## config.mk

```make
export PLATFORM = sky130hd
export DESIGN_NAME = stdp_binary_updater
export DESIGN_NICKNAME = d
export VERILOG_FILES = /design/src/rtl/stdp_pkg.sv /design/src/rtl/stdp_age_bank.sv /design/src/rtl/stdp_post_delay.sv /design/src/rtl/stdp_prob_table.sv /design/src/rtl/stdp_lfsr.sv /design/src/rtl/stdp_binary_updater.sv
export SDC_FILE = /design/constraint.sdc
export NUM_CORES = 2
export LEC_CHECK = 0
export BUFFER_PORTS_ARGS = -buffer_cell sky130_fd_sc_hd__buf_2
export CAP_MARGIN = 10
export CELL_PAD_IN_SITES_DETAIL_PLACEMENT = 1
export CELL_PAD_IN_SITES_GLOBAL_PLACEMENT = 2
export CORE_MARGIN = 2
export CORE_UTILIZATION = 26
export DETAILED_ROUTE_END_ITERATION = 7
export PLACE_DENSITY = 0.52
export SLEW_MARGIN = 10
export SYNTH_ARGS = -nofsm -noshare
export SYNTH_HDL_FRONTEND = slang
export SYNTH_HIERARCHICAL = 1
export SYNTH_SLANG_ARGS = --single-unit
```

## constraint.sdc

```tcl
create_clock -name clk -period 10.3 [get_ports clk]
set_clock_uncertainty 0.1 [all_clocks]
set_input_delay 2.06 -clock clk [delete_from_list [all_inputs] [get_ports clk]]
set_output_delay 2.06 -clock clk [all_outputs]
set_load 0.05 [all_outputs]
```

## src/rtl/stdp_pkg.sv

```systemverilog
package stdp_pkg;

  typedef enum logic [1:0] {
    SQ_IDLE = 2'd0,
    SQ_DEP  = 2'd1,
    SQ_POT  = 2'd2
  } seq_e;

  localparam logic [15:0] LFSR_SEED = 16'hACE1;

  // one shift of the 16-bit generator, taps 16,14,13,11
  function automatic logic [15:0] lfsr_advance(input logic [15:0] s);
    return {s[14:0], s[15] ^ s[13] ^ s[12] ^ s[10]};
  endfunction

  // spike-time gap in ticks; 0 means no causal/anti-causal pair
  function automatic int unsigned spike_gap(input logic is_pot,
                                            input int unsigned age,
                                            input int unsigned neg_win);
    if (!is_pot) return age;
    if (age > neg_win) return age - neg_win;
    return 0;
  endfunction

endpackage

```

## src/rtl/stdp_age_bank.sv

```systemverilog
module stdp_age_bank #(
  parameter int N     = 4,
  parameter int AGE_W = 8
) (
  input  logic                      clk,
  input  logic                      rst_n,
  input  logic                      tick_i,
  input  logic [N-1:0]              spike_i,
  output logic [N-1:0][AGE_W-1:0]   age_o
);
  localparam logic [AGE_W-1:0] AGE_MAX = '1;

  for (genvar g = 0; g < N; g++) begin : g_ctr
    always_ff @(posedge clk) begin
      if (!rst_n)                          age_o[g] <= AGE_MAX;
      else if (spike_i[g])                 age_o[g] <= '0;
      else if (tick_i && age_o[g] != AGE_MAX) age_o[g] <= age_o[g] + 1'b1;
    end
  end
endmodule

```

## src/rtl/stdp_post_delay.sv

```systemverilog
module stdp_post_delay #(
  parameter int N       = 4,
  parameter int NEG_WIN = 4
) (
  input  logic         clk,
  input  logic         rst_n,
  input  logic         tick_i,
  input  logic [N-1:0] spike_i,
  output logic [N-1:0] fire_o
);
  localparam int CNT_W = $clog2(NEG_WIN + 1);
  localparam logic [CNT_W-1:0] CNT_LAST = CNT_W'(NEG_WIN - 1);

  for (genvar g = 0; g < N; g++) begin : g_dly
    logic             armed_q;
    logic [CNT_W-1:0] cnt_q;
    always_ff @(posedge clk) begin
      if (!rst_n) begin
        armed_q   <= 1'b0;
        cnt_q     <= '0;
        fire_o[g] <= 1'b0;
      end else begin
        fire_o[g] <= 1'b0;
        if (spike_i[g]) begin
          armed_q <= 1'b1;
          cnt_q   <= '0;
        end else if (tick_i && armed_q) begin
          if (cnt_q == CNT_LAST) begin
            armed_q   <= 1'b0;
            fire_o[g] <= 1'b1;
          end else begin
            cnt_q <= cnt_q + 1'b1;
          end
        end
      end
    end
  end
endmodule

```

## src/rtl/stdp_prob_table.sv

```systemverilog
module stdp_prob_table #(
  parameter int IDX_W  = 6,
  parameter int PROB_W = 8
) (
  input  logic              clk,
  input  logic              rst_n,
  input  logic              we_i,
  input  logic [IDX_W-1:0]  waddr_i,
  input  logic [PROB_W-1:0] wdata_i,
  input  logic [IDX_W-1:0]  raddr_i,
  output logic [PROB_W-1:0] rdata_o
);
  localparam int DEPTH = 1 << IDX_W;
  logic [PROB_W-1:0] ent_q [DEPTH];

  always_ff @(posedge clk) begin
    if (!rst_n) begin
      for (int i = 0; i < DEPTH; i++) ent_q[i] <= '0;
    end else if (we_i) begin
      ent_q[waddr_i] <= wdata_i;
    end
  end

  assign rdata_o = ent_q[raddr_i];
endmodule

```

## src/rtl/stdp_lfsr.sv

```systemverilog
module stdp_lfsr #(
  parameter int OUT_W = 8
) (
  input  logic             clk,
  input  logic             rst_n,
  input  logic             step_i,
  output logic [OUT_W-1:0] rand_o
);
  import stdp_pkg::*;
  logic [15:0] state_q;

  always_ff @(posedge clk) begin
    if (!rst_n)      state_q <= LFSR_SEED;
    else if (step_i) state_q <= lfsr_advance(state_q);
  end

  assign rand_o = state_q[OUT_W-1:0];
endmodule

```

## src/rtl/stdp_binary_updater.sv

```systemverilog
module stdp_binary_updater #(
  parameter int ROWS    = 4,
  parameter int COLS    = 4,
  parameter int AGE_W   = 8,
  parameter int IDX_W   = 6,
  parameter int PROB_W  = 8,
  parameter int NEG_WIN = 4,
  localparam int ADDR_W = (ROWS * COLS > 1) ? $clog2(ROWS * COLS) : 1
) (
  input  logic              clk,
  input  logic              rst_n,
  input  logic              tick_i,
  input  logic [ROWS-1:0]   pre_spk_i,
  input  logic [COLS-1:0]   post_spk_i,
  input  logic              tbl_we_i,
  input  logic              tbl_pol_i,
  input  logic [IDX_W-1:0]  tbl_addr_i,
  input  logic [PROB_W-1:0] tbl_data_i,
  output logic              mem_en_o,
  output logic [ADDR_W-1:0] mem_addr_o,
  input  logic              mem_rdata_i,
  output logic              mem_we_o,
  output logic              mem_wdata_o
);
  import stdp_pkg::*;

  localparam int DEPTH = 1 << IDX_W;
  localparam int MAXD  = (ROWS > COLS) ? ROWS : COLS;
  localparam int POS_W = (MAXD > 1) ? $clog2(MAXD) : 1;
  localparam int ROW_W = (ROWS > 1) ? $clog2(ROWS) : 1;
  localparam int COL_W = (COLS > 1) ? $clog2(COLS) : 1;

  // timing state
  logic [ROWS-1:0][AGE_W-1:0] pre_age;
  logic [COLS-1:0][AGE_W-1:0] post_age;
  logic [COLS-1:0]            pot_fire;

  stdp_age_bank #(.N(ROWS), .AGE_W(AGE_W)) u_pre_age (
    .clk(clk), .rst_n(rst_n), .tick_i(tick_i), .spike_i(pre_spk_i), .age_o(pre_age));

  stdp_age_bank #(.N(COLS), .AGE_W(AGE_W)) u_post_age (
    .clk(clk), .rst_n(rst_n), .tick_i(tick_i), .spike_i(post_spk_i), .age_o(post_age));

  stdp_post_delay #(.N(COLS), .NEG_WIN(NEG_WIN)) u_delay (
    .clk(clk), .rst_n(rst_n), .tick_i(tick_i), .spike_i(post_spk_i), .fire_o(pot_fire));

  // sequencer state
  seq_e              state_q;
  logic [POS_W-1:0]  line_q, pos_q;
  logic [ROWS-1:0]   dep_req_q, dep_req_d;
  logic [COLS-1:0]   pot_req_q, pot_req_d;
  logic [POS_W-1:0]  dep_pick, pot_pick;

  // named internal events for the checker
  logic              visit_w, is_pot_w, idx_ok_w, hit_w;
  logic [PROB_W-1:0] prob_w, rand_w;
  int unsigned       gap_w;

  logic [ROW_W-1:0]  row_sel;
  logic [COL_W-1:0]  col_sel;
  logic [AGE_W-1:0]  age_sel;
  logic [IDX_W-1:0]  tbl_idx;
  logic [1:0][PROB_W-1:0] tbl_rd;
  int                last_pos;

  always_comb begin
    dep_pick = '0;
    for (int i = ROWS - 1; i >= 0; i--) if (dep_req_q[i]) dep_pick = POS_W'(i);
    pot_pick = '0;
    for (int i = COLS - 1; i >= 0; i--) if (pot_req_q[i]) pot_pick = POS_W'(i);
  end

  always_comb begin
    dep_req_d = dep_req_q;
    pot_req_d = pot_req_q;
    if (state_q == SQ_IDLE) begin
      if (|dep_req_q)      dep_req_d[dep_pick] = 1'b0;
      else if (|pot_req_q) pot_req_d[pot_pick] = 1'b0;
    end
    dep_req_d = dep_req_d | pre_spk_i;
    pot_req_d = pot_req_d | pot_fire;
  end

  assign visit_w  = (state_q != SQ_IDLE);
  assign is_pot_w = (state_q == SQ_POT);
  assign last_pos = is_pot_w ? ROWS - 1 : COLS - 1;

  always_comb begin
    row_sel = is_pot_w ? ROW_W'(pos_q) : ROW_W'(line_q);
    col_sel = is_pot_w ? COL_W'(line_q) : COL_W'(pos_q);
    age_sel = is_pot_w ? pre_age[row_sel] : post_age[col_sel];
    gap_w   = spike_gap(is_pot_w, int'(age_sel), NEG_WIN);
    tbl_idx = IDX_W'(gap_w - 1);
  end

  // probability tables: index 0 potentiation, 1 depression
  for (genvar p = 0; p < 2; p++) begin : g_tbl
    stdp_prob_table #(.IDX_W(IDX_W), .PROB_W(PROB_W)) u_tbl (
      .clk(clk), .rst_n(rst_n),
      .we_i(tbl_we_i && (tbl_pol_i == 1'(p))),
      .waddr_i(tbl_addr_i), .wdata_i(tbl_data_i),
      .raddr_i(tbl_idx), .rdata_o(tbl_rd[p]));
  end

  stdp_lfsr #(.OUT_W(PROB_W)) u_lfsr (
    .clk(clk), .rst_n(rst_n), .step_i(visit_w), .rand_o(rand_w));

  assign idx_ok_w = visit_w && (gap_w != 0) && (gap_w <= DEPTH);
  assign prob_w   = is_pot_w ? tbl_rd[0] : tbl_rd[1];
  assign hit_w    = idx_ok_w && (rand_w < prob_w);

  assign mem_en_o    = visit_w;
  assign mem_addr_o  = ADDR_W'(int'(row_sel) * COLS + int'(col_sel));
  assign mem_wdata_o = is_pot_w;
  assign mem_we_o    = hit_w && (mem_rdata_i != is_pot_w);

  always_ff @(posedge clk) begin
    if (!rst_n) begin
      state_q   <= SQ_IDLE;
      line_q    <= '0;
      pos_q     <= '0;
      dep_req_q <= '0;
      pot_req_q <= '0;
    end else begin
      dep_req_q <= dep_req_d;
      pot_req_q <= pot_req_d;
      case (state_q)
        SQ_IDLE: begin
          pos_q <= '0;
          if (|dep_req_q) begin
            state_q <= SQ_DEP;
            line_q  <= dep_pick;
          end else if (|pot_req_q) begin
            state_q <= SQ_POT;
            line_q  <= pot_pick;
          end
        end
        default: begin
          if (pos_q == POS_W'(last_pos)) state_q <= SQ_IDLE;
          else                           pos_q   <= pos_q + 1'b1;
        end
      endcase
    end
  end
endmodule

```

# --- After elaboration in Yosys (flattened, before gate mapping) ---
# Memories as Yosys holds them, arrays and structs flattened.
# Cells that the tools add are included.
totals:
  ram_bits: 1024
  regBits: 114
  latchBits: 0
  romBits: 0
  in_bits: 28
  mem_count: 2
mem_list:
  columns: ["name", "words", "word_bits", "read_ports", "rd_ports_with_merged_regs", "wr", "line", "source"]
  rows:
  - ["g_tbl[0].u_tbl.ent_q", 64, 8, 1, 0, 64, "stdp_prob_table.sv:14", "logic [PROB_W-1:0] ent_q [DEPTH];"]
  - ["g_tbl[1].u_tbl.ent_q", 64, 8, 1, 0, 64, "stdp_prob_table.sv:14", null]
op_classes:
  muxes: 82
  order_cmp: 9
  reduce_logical: 64
  n_eq_ne: 16
  div: 0
  n_bitwise: 19
  n_addsub: 16
  multipliers: 0
  shift: 0
ops:
  columns: ["operator", "n"]
  rows:
  - ["$mux W8", 23]
  - ["$mux W32", 3]
  - ["$add A8 B1 Y8 const B", 8]
  - ["$ne A8 B8 Y1 const B", 8]
  - ["$reduce_bool A2 Y1", 19]
  - ["$bmux W8 S2", 2]
  - ["$le A32 B7 Y1 const B", 1]
  - ["$mux W2", 16]
  - ["$reduce_bool A32 Y1", 1]
  - ["$mux W1", 29]
  - ["$logic_and A1 B1 Y1", 20]
  - ["$mux W4", 5]
  - ["$reduce_and A2 Y1", 10]
  - ["$reduce_or A8 Y1", 2]
  - ["$add A3 B1 Y3 const B", 4]
  - ["$eq A3 B2 Y1 const B", 4]
  - ["$lt A2 B3 Y1 const B", 4]
  - ["$mux W6", 2]
  - ["$reduce_or A3 Y1", 4]
  - ["$not A1 Y1", 10]
  - ["$reduce_or A2 Y1", 5]
  - ["$sub A8 B3 Y9 const B", 1]
  - ["$and A4 B4 Y4", 2]
  - ["$gt A8 B3 Y1 const B", 1]
  - ["other kinds (14)", 22]

# --- Depth between registers and ports, before layout ---
# An unclocked memory read counts as a cell.
logic_depth:
  ltp_word: 16
  depth_mapped: 32

# --- By module ---
# Netlist, hierarchy kept.
by_module_without_submodules:
  columns: ["module", "instances", "cells_per_inst", "area_per_inst_um2"]
  rows:
  - ["stdp_prob_table at g_tbl[0].u_tbl", 1, 1577, 23786.6]
  - ["stdp_prob_table at g_tbl[1].u_tbl", 1, 1569, 23782.8]
  - ["stdp_age_bank", 2, 169, 1585.3]
  - ["stdp_binary_updater", 1, 232, 2099.5]
  - ["stdp_post_delay", 1, 87, 978.4]
  - ["stdp_lfsr", 1, 62, 690.7]

# --- Least setup slack after synthesis ---
# No wires, ideal clock.
synth_path:
  kind: "flip-flop to output port"
  from: "register, netlist name state_q[0]"
  to: "output port mem_we_o"
  path_stages_with_launch: 30
  t_required_ns: 8.140
  setup_slack_ns: 2.570
  t_arrival_ns: 5.570
  cell_sequence: "dfxtp_1 -> nand2b_1 -> buf_6 -> inv_6 -> and3_2 -> o311ai_2 -> nand2_1 -> ha_1 -> a22oi_4 -> or3_1 -> buf_6 -> nand2_2 -> ha_1 -> xnor2_1 -> buf_2 -> buf_2 -> buf_2 -> buf_1 -> o21ai_0 -> a21oi_1 -> o21ai_1 -> o31ai_1 -> mux2i_1 -> ha_1 -> o21a_1 -> o21a_1 -> o211ai_1 -> a21oi_1 -> nor4_1 -> o31a_1"
synth_lines:
  columns: ["item", "line", "source"]
  rows:
  - ["to (decl)", "stdp_binary_updater.sv:22", "output logic mem_we_o,"]

==> reports/qor.yml <==
status: "complete, no violations"
syn_inst: 3865
fmax_mhz: 101
place_ws_ns: 0.966
antenna_found_initial: 12
p_leak_nw: 21.4
rr_worst_depth: 5
hold_violations: 0
rows: 168
finalPower_w: 0.0135
synth_cell_types: 81
synth.cell_area_sq_um: 54500
rsz0062_at_grt: "false"
synth_seq_area_share_pct: 60.6
drt-initial-drc-count: 2222
yosys.area.top_type: "edfxtp_1"
port_buffers: 34
ir_worst_vdd_mv: 0.231
synth-seq-cells: 1138
syn_nets: 3921
globalplace.congestion: 0.754
start_util_pct: 26.1
tns_ns: 0
clock-root-buffer: "clkbuf_16"
vias: 32100
core_area_sq_um: 209000
die_w_um: 462
ios: 35
path_class: "flop to output pin"
ys.flop_type: "edfxtp_1"
startpoint_type: "flop"
p_int_w: 0.00950
drc_errors: 0
cts_tree: "yes"
synth-edff-count: 1024
fin_nets: 3971
dp_hpwl_mm: 110
critPathRequiredTime_ns: 8.14
clkLatencyLatePin_ns: 0.79
cp_max_fo: 104
min_to: "pot_req_q[2]$_SDFF_PN0_"
grt_use_total_pct: 16.1
grt_max_degree: 105
hold_class: "flop to flop"
switchingPower_w: 0.00404
seqCellArea_sq_um: 33000
drt_first_pass_iters: 6
power_frac_seq_pct: 39.8
powerDensity_nw_per_um2: 216
multi_input_area_sq_um: 20000
synth_top_area_share_pct: 56.4
viasPerCell: 4.70
slowest_delay_ns: 0.72
grt_remaining_overflow: 0
wl_mm: 172
drv_cap: 0
finalCriticalPeriod_ns: 9.87
ant_nets: 0
cp.arrival_ns: 7.71
grt_pass1_wl_mm: 250
fin_ws_ns: 0.429
crit_path_top_delay_cell: "o41ai_1"
syn_to_final_growth_pct: 15.3
grt_pass1_vias: 33700
die_area_sq_um: 213000
power_frac_comb_pct: 22.7
numCtsBuffers: 144
num-fill-cells: 22000
hp-start: "u_delay/fire_o[2]$_SDFF_PP0_"
synth_area_leaders: "edfxtp_1, and2_1, mux4_2"
path_common_cell: "ha_1"
cts_num_sinks: 1138
clock_tree.buffer_depth: 3
whs_path_depth: 1
relSlewSlack_pct: 20.0
yosysWarningCount: 6
crit-reg2reg-launch: "dep_req_q[0]$_SDFF_PN0_"
finalCritPeriodShare_pct: 95.8
clk_pin_slew_ns: 0.06
syn_avg_cell_area_sq_um: 14.1
r2r_slack_ns: 8.41
ys_async_sr_fraction_pct: 0
fp.dieH_um: 462
crit_path_end_kind: "output pin"
finalSetupViolations: 0
r2r_end: "state_q[1]$_SDFFE_PN0P_"
slew_viol_final: 0
drive_gt1_share_pct: 17.3
worst_pin_slew_ns: 1.19
h-tree-depth: 4
wire_per_inst_um: 25.2
p_sw_share_pct: 29.8
power.share.clock_pct: 37.5
cell usage after synthesis, types with 13 or more instances:
master    count
or3_1        15
mux4_2      258
nand3_1      32
and2_1     1034
o31ai_1      13
buf_2        34
o21a_1       15
nand4_1      13
inv_1        22
o21ai_1      22
mux4_1       21
o21ai_0     223
nand3b_1     22
buf_6        21
nor2b_1      24
dfxtp_1     114
nand2b_1     17
nor3_1       13
clkbuf_1    174
a21oi_1      43
nand2_1      81
and3_1       13
buf_1        19
xor2_1       33
o211ai_1     16
buf_4        31
ha_1         28
edfxtp_1   1024
o22ai_1      26
mux2i_1     106
nor2_1      179
how the worst max path moves through the flow:
| stage | cells past startpoint | endpoint | start |
|---|---|---|---|
| after floorplan | 29 | mem_we_o | state_q[0]$_SDFFE_PN0P_ |
| after global placement | 23 | mem_we_o | pos_q[0]$_SDFFE_PP0N_ |
| after detailed placement | 23 | mem_we_o | pos_q[0]$_SDFFE_PP0N_ |
| after CTS | 23 | mem_we_o | pos_q[0]$_SDFFE_PP0N_ |
| after global routing | 26 | mem_we_o | pos_q[0]$_SDFFE_PP0N_ |
| final | 25 | mem_we_o | pos_q[0]$_SDFFE_PP0N_ |
cell usage in the layout (no fill, tap or decap), types with 9 or more instances in the layout:
cell,netlist,final
clkinv_1,0,36
and3_1,13,13
clkbuf_16,0,150
o211ai_1,16,16
nand2_1,81,80
xor2_1,33,32
bufinv_16,0,12
a211oi_1,11,11
nor2_1,179,179
clkinv_2,0,21
mux2_2,11,11
clkbuf_1,174,29
nand2b_1,17,17
nor3_1,13,13
nand4_1,13,13
o21ai_0,223,195
dfxtp_1,114,114
inv_1,22,21
o22ai_1,26,26
and2_1,1034,1033
buf_2,34,26
edfxtp_1,1024,1024
nor2b_1,24,24
o21ai_1,22,50
a21oi_1,43,42
nand3_1,32,32
buf_12,3,11
mux2i_1,106,106
o21a_1,15,15
and4_1,11,11
or3_1,15,15
mux4_1,21,21
a31oi_1,11,11
ha_1,28,28
buf_4,31,151
o31ai_1,13,13
nand3b_1,22,22
or4_1,9,9
mux4_2,258,258
timing repair:
action,CTS,global route
buffers inserted,0,3
gates resized for setup,0,3
setup endpoints to repair,0,1
hold buffers,0,0
per-stage QoR:
step | utilization [%] | hold slack, ns | area, sq um | cells
6_report | 30.1 | 0.346 | 62800 | 6844
5_1_grt | 30.1 | 0.381 | 62800 | 6841
4_1_cts | 30.0 | 0.351 | 62800 | 6835
3_5_place_dp | 27.8 | 0.331 | 58100 | 6569
3_3_place_gp | 27.8 | 0.337 | 58000 | 6567
2_1_floorplan | - | 0.318 | 54500 | 3865
power by group through the flow:
stage               logic, W  clock network [W]  registers (W)
finish               0.00307            0.00508        0.00540
global route         0.00327            0.00539        0.00542
CTS                  0.00313            0.00525        0.00540
detailed placement   0.00313                  0        0.00550
global placement     0.00312                  0        0.00550
floorplan            0.00199                  0        0.00542
cell families (layout without fill, tap and decap cells):
kind of cell             count (synthesis)  count (layout)  synth area share, %
other                                    0               4                    0
AO/OA/AOI/OAI                          430             430                 4.75
XOR/XNOR                                43              43                0.705
multiplexers                           398             398                 13.9
adder cells (fa/ha/maj)                 28              28                0.643
flip-flops                            1138            1138                 60.6
buffers and inverters                  312             481                 2.92
AND/OR/NAND/NOR                       1516            1517                 16.5
worst max-delay path: cells and delay by family (launching register included):
family / cells / cell delay (ns)
AO/OA/AOI/OAI: 10 / 2.51
AND/OR/NAND/NOR: 6 / 1.05
buffers and inverters: 3 / 0.82
adder cells (fa/ha/maj): 3 / 0.80
multiplexers: 2 / 0.53
flip-flops: 1 / 0.47
XOR/XNOR: 1 / 0.26
layout make-up:
| class | count | area share, % |
|---|---|---|
| Sequential cell | 1138 | 52.6 |
| Timing Repair Buffer | 190 | 2.40 |
| Clock inverter | 81 | 1.20 |
| Inverter | 25 | 0.169 |
| Clock buffer | 185 | 6.27 |
| Tap cell | 2805 | 5.59 |
| Multi-Input combinational cell | 2416 | 31.8 |
| Antenna cell | 4 | 0.0159 |
per-layer routing:
layer,global-route usage (%),wire (um),up-vias
met1,22.2,79500,16900
li1,-,-,14500
met3,2.43,6650,227
met5,0,34,-
met4,4.58,4380,6
met2,26.3,81700,536
registers in the layout, summed over array words and instances, names as in the netlist, 4 cells and up:
signal	flops
g_tbl.u_tbl/ent_q	1024
u_post_age/age_o	32
u_pre_age/age_o	32
u_lfsr/state_q	16
u_delay/g_dly.cnt_q	12
dep_req_q	4
pot_req_q	4
u_delay/fire_o	4
u_delay/g_dly.armed_q	4
Power figures use the tool's default switching activity.
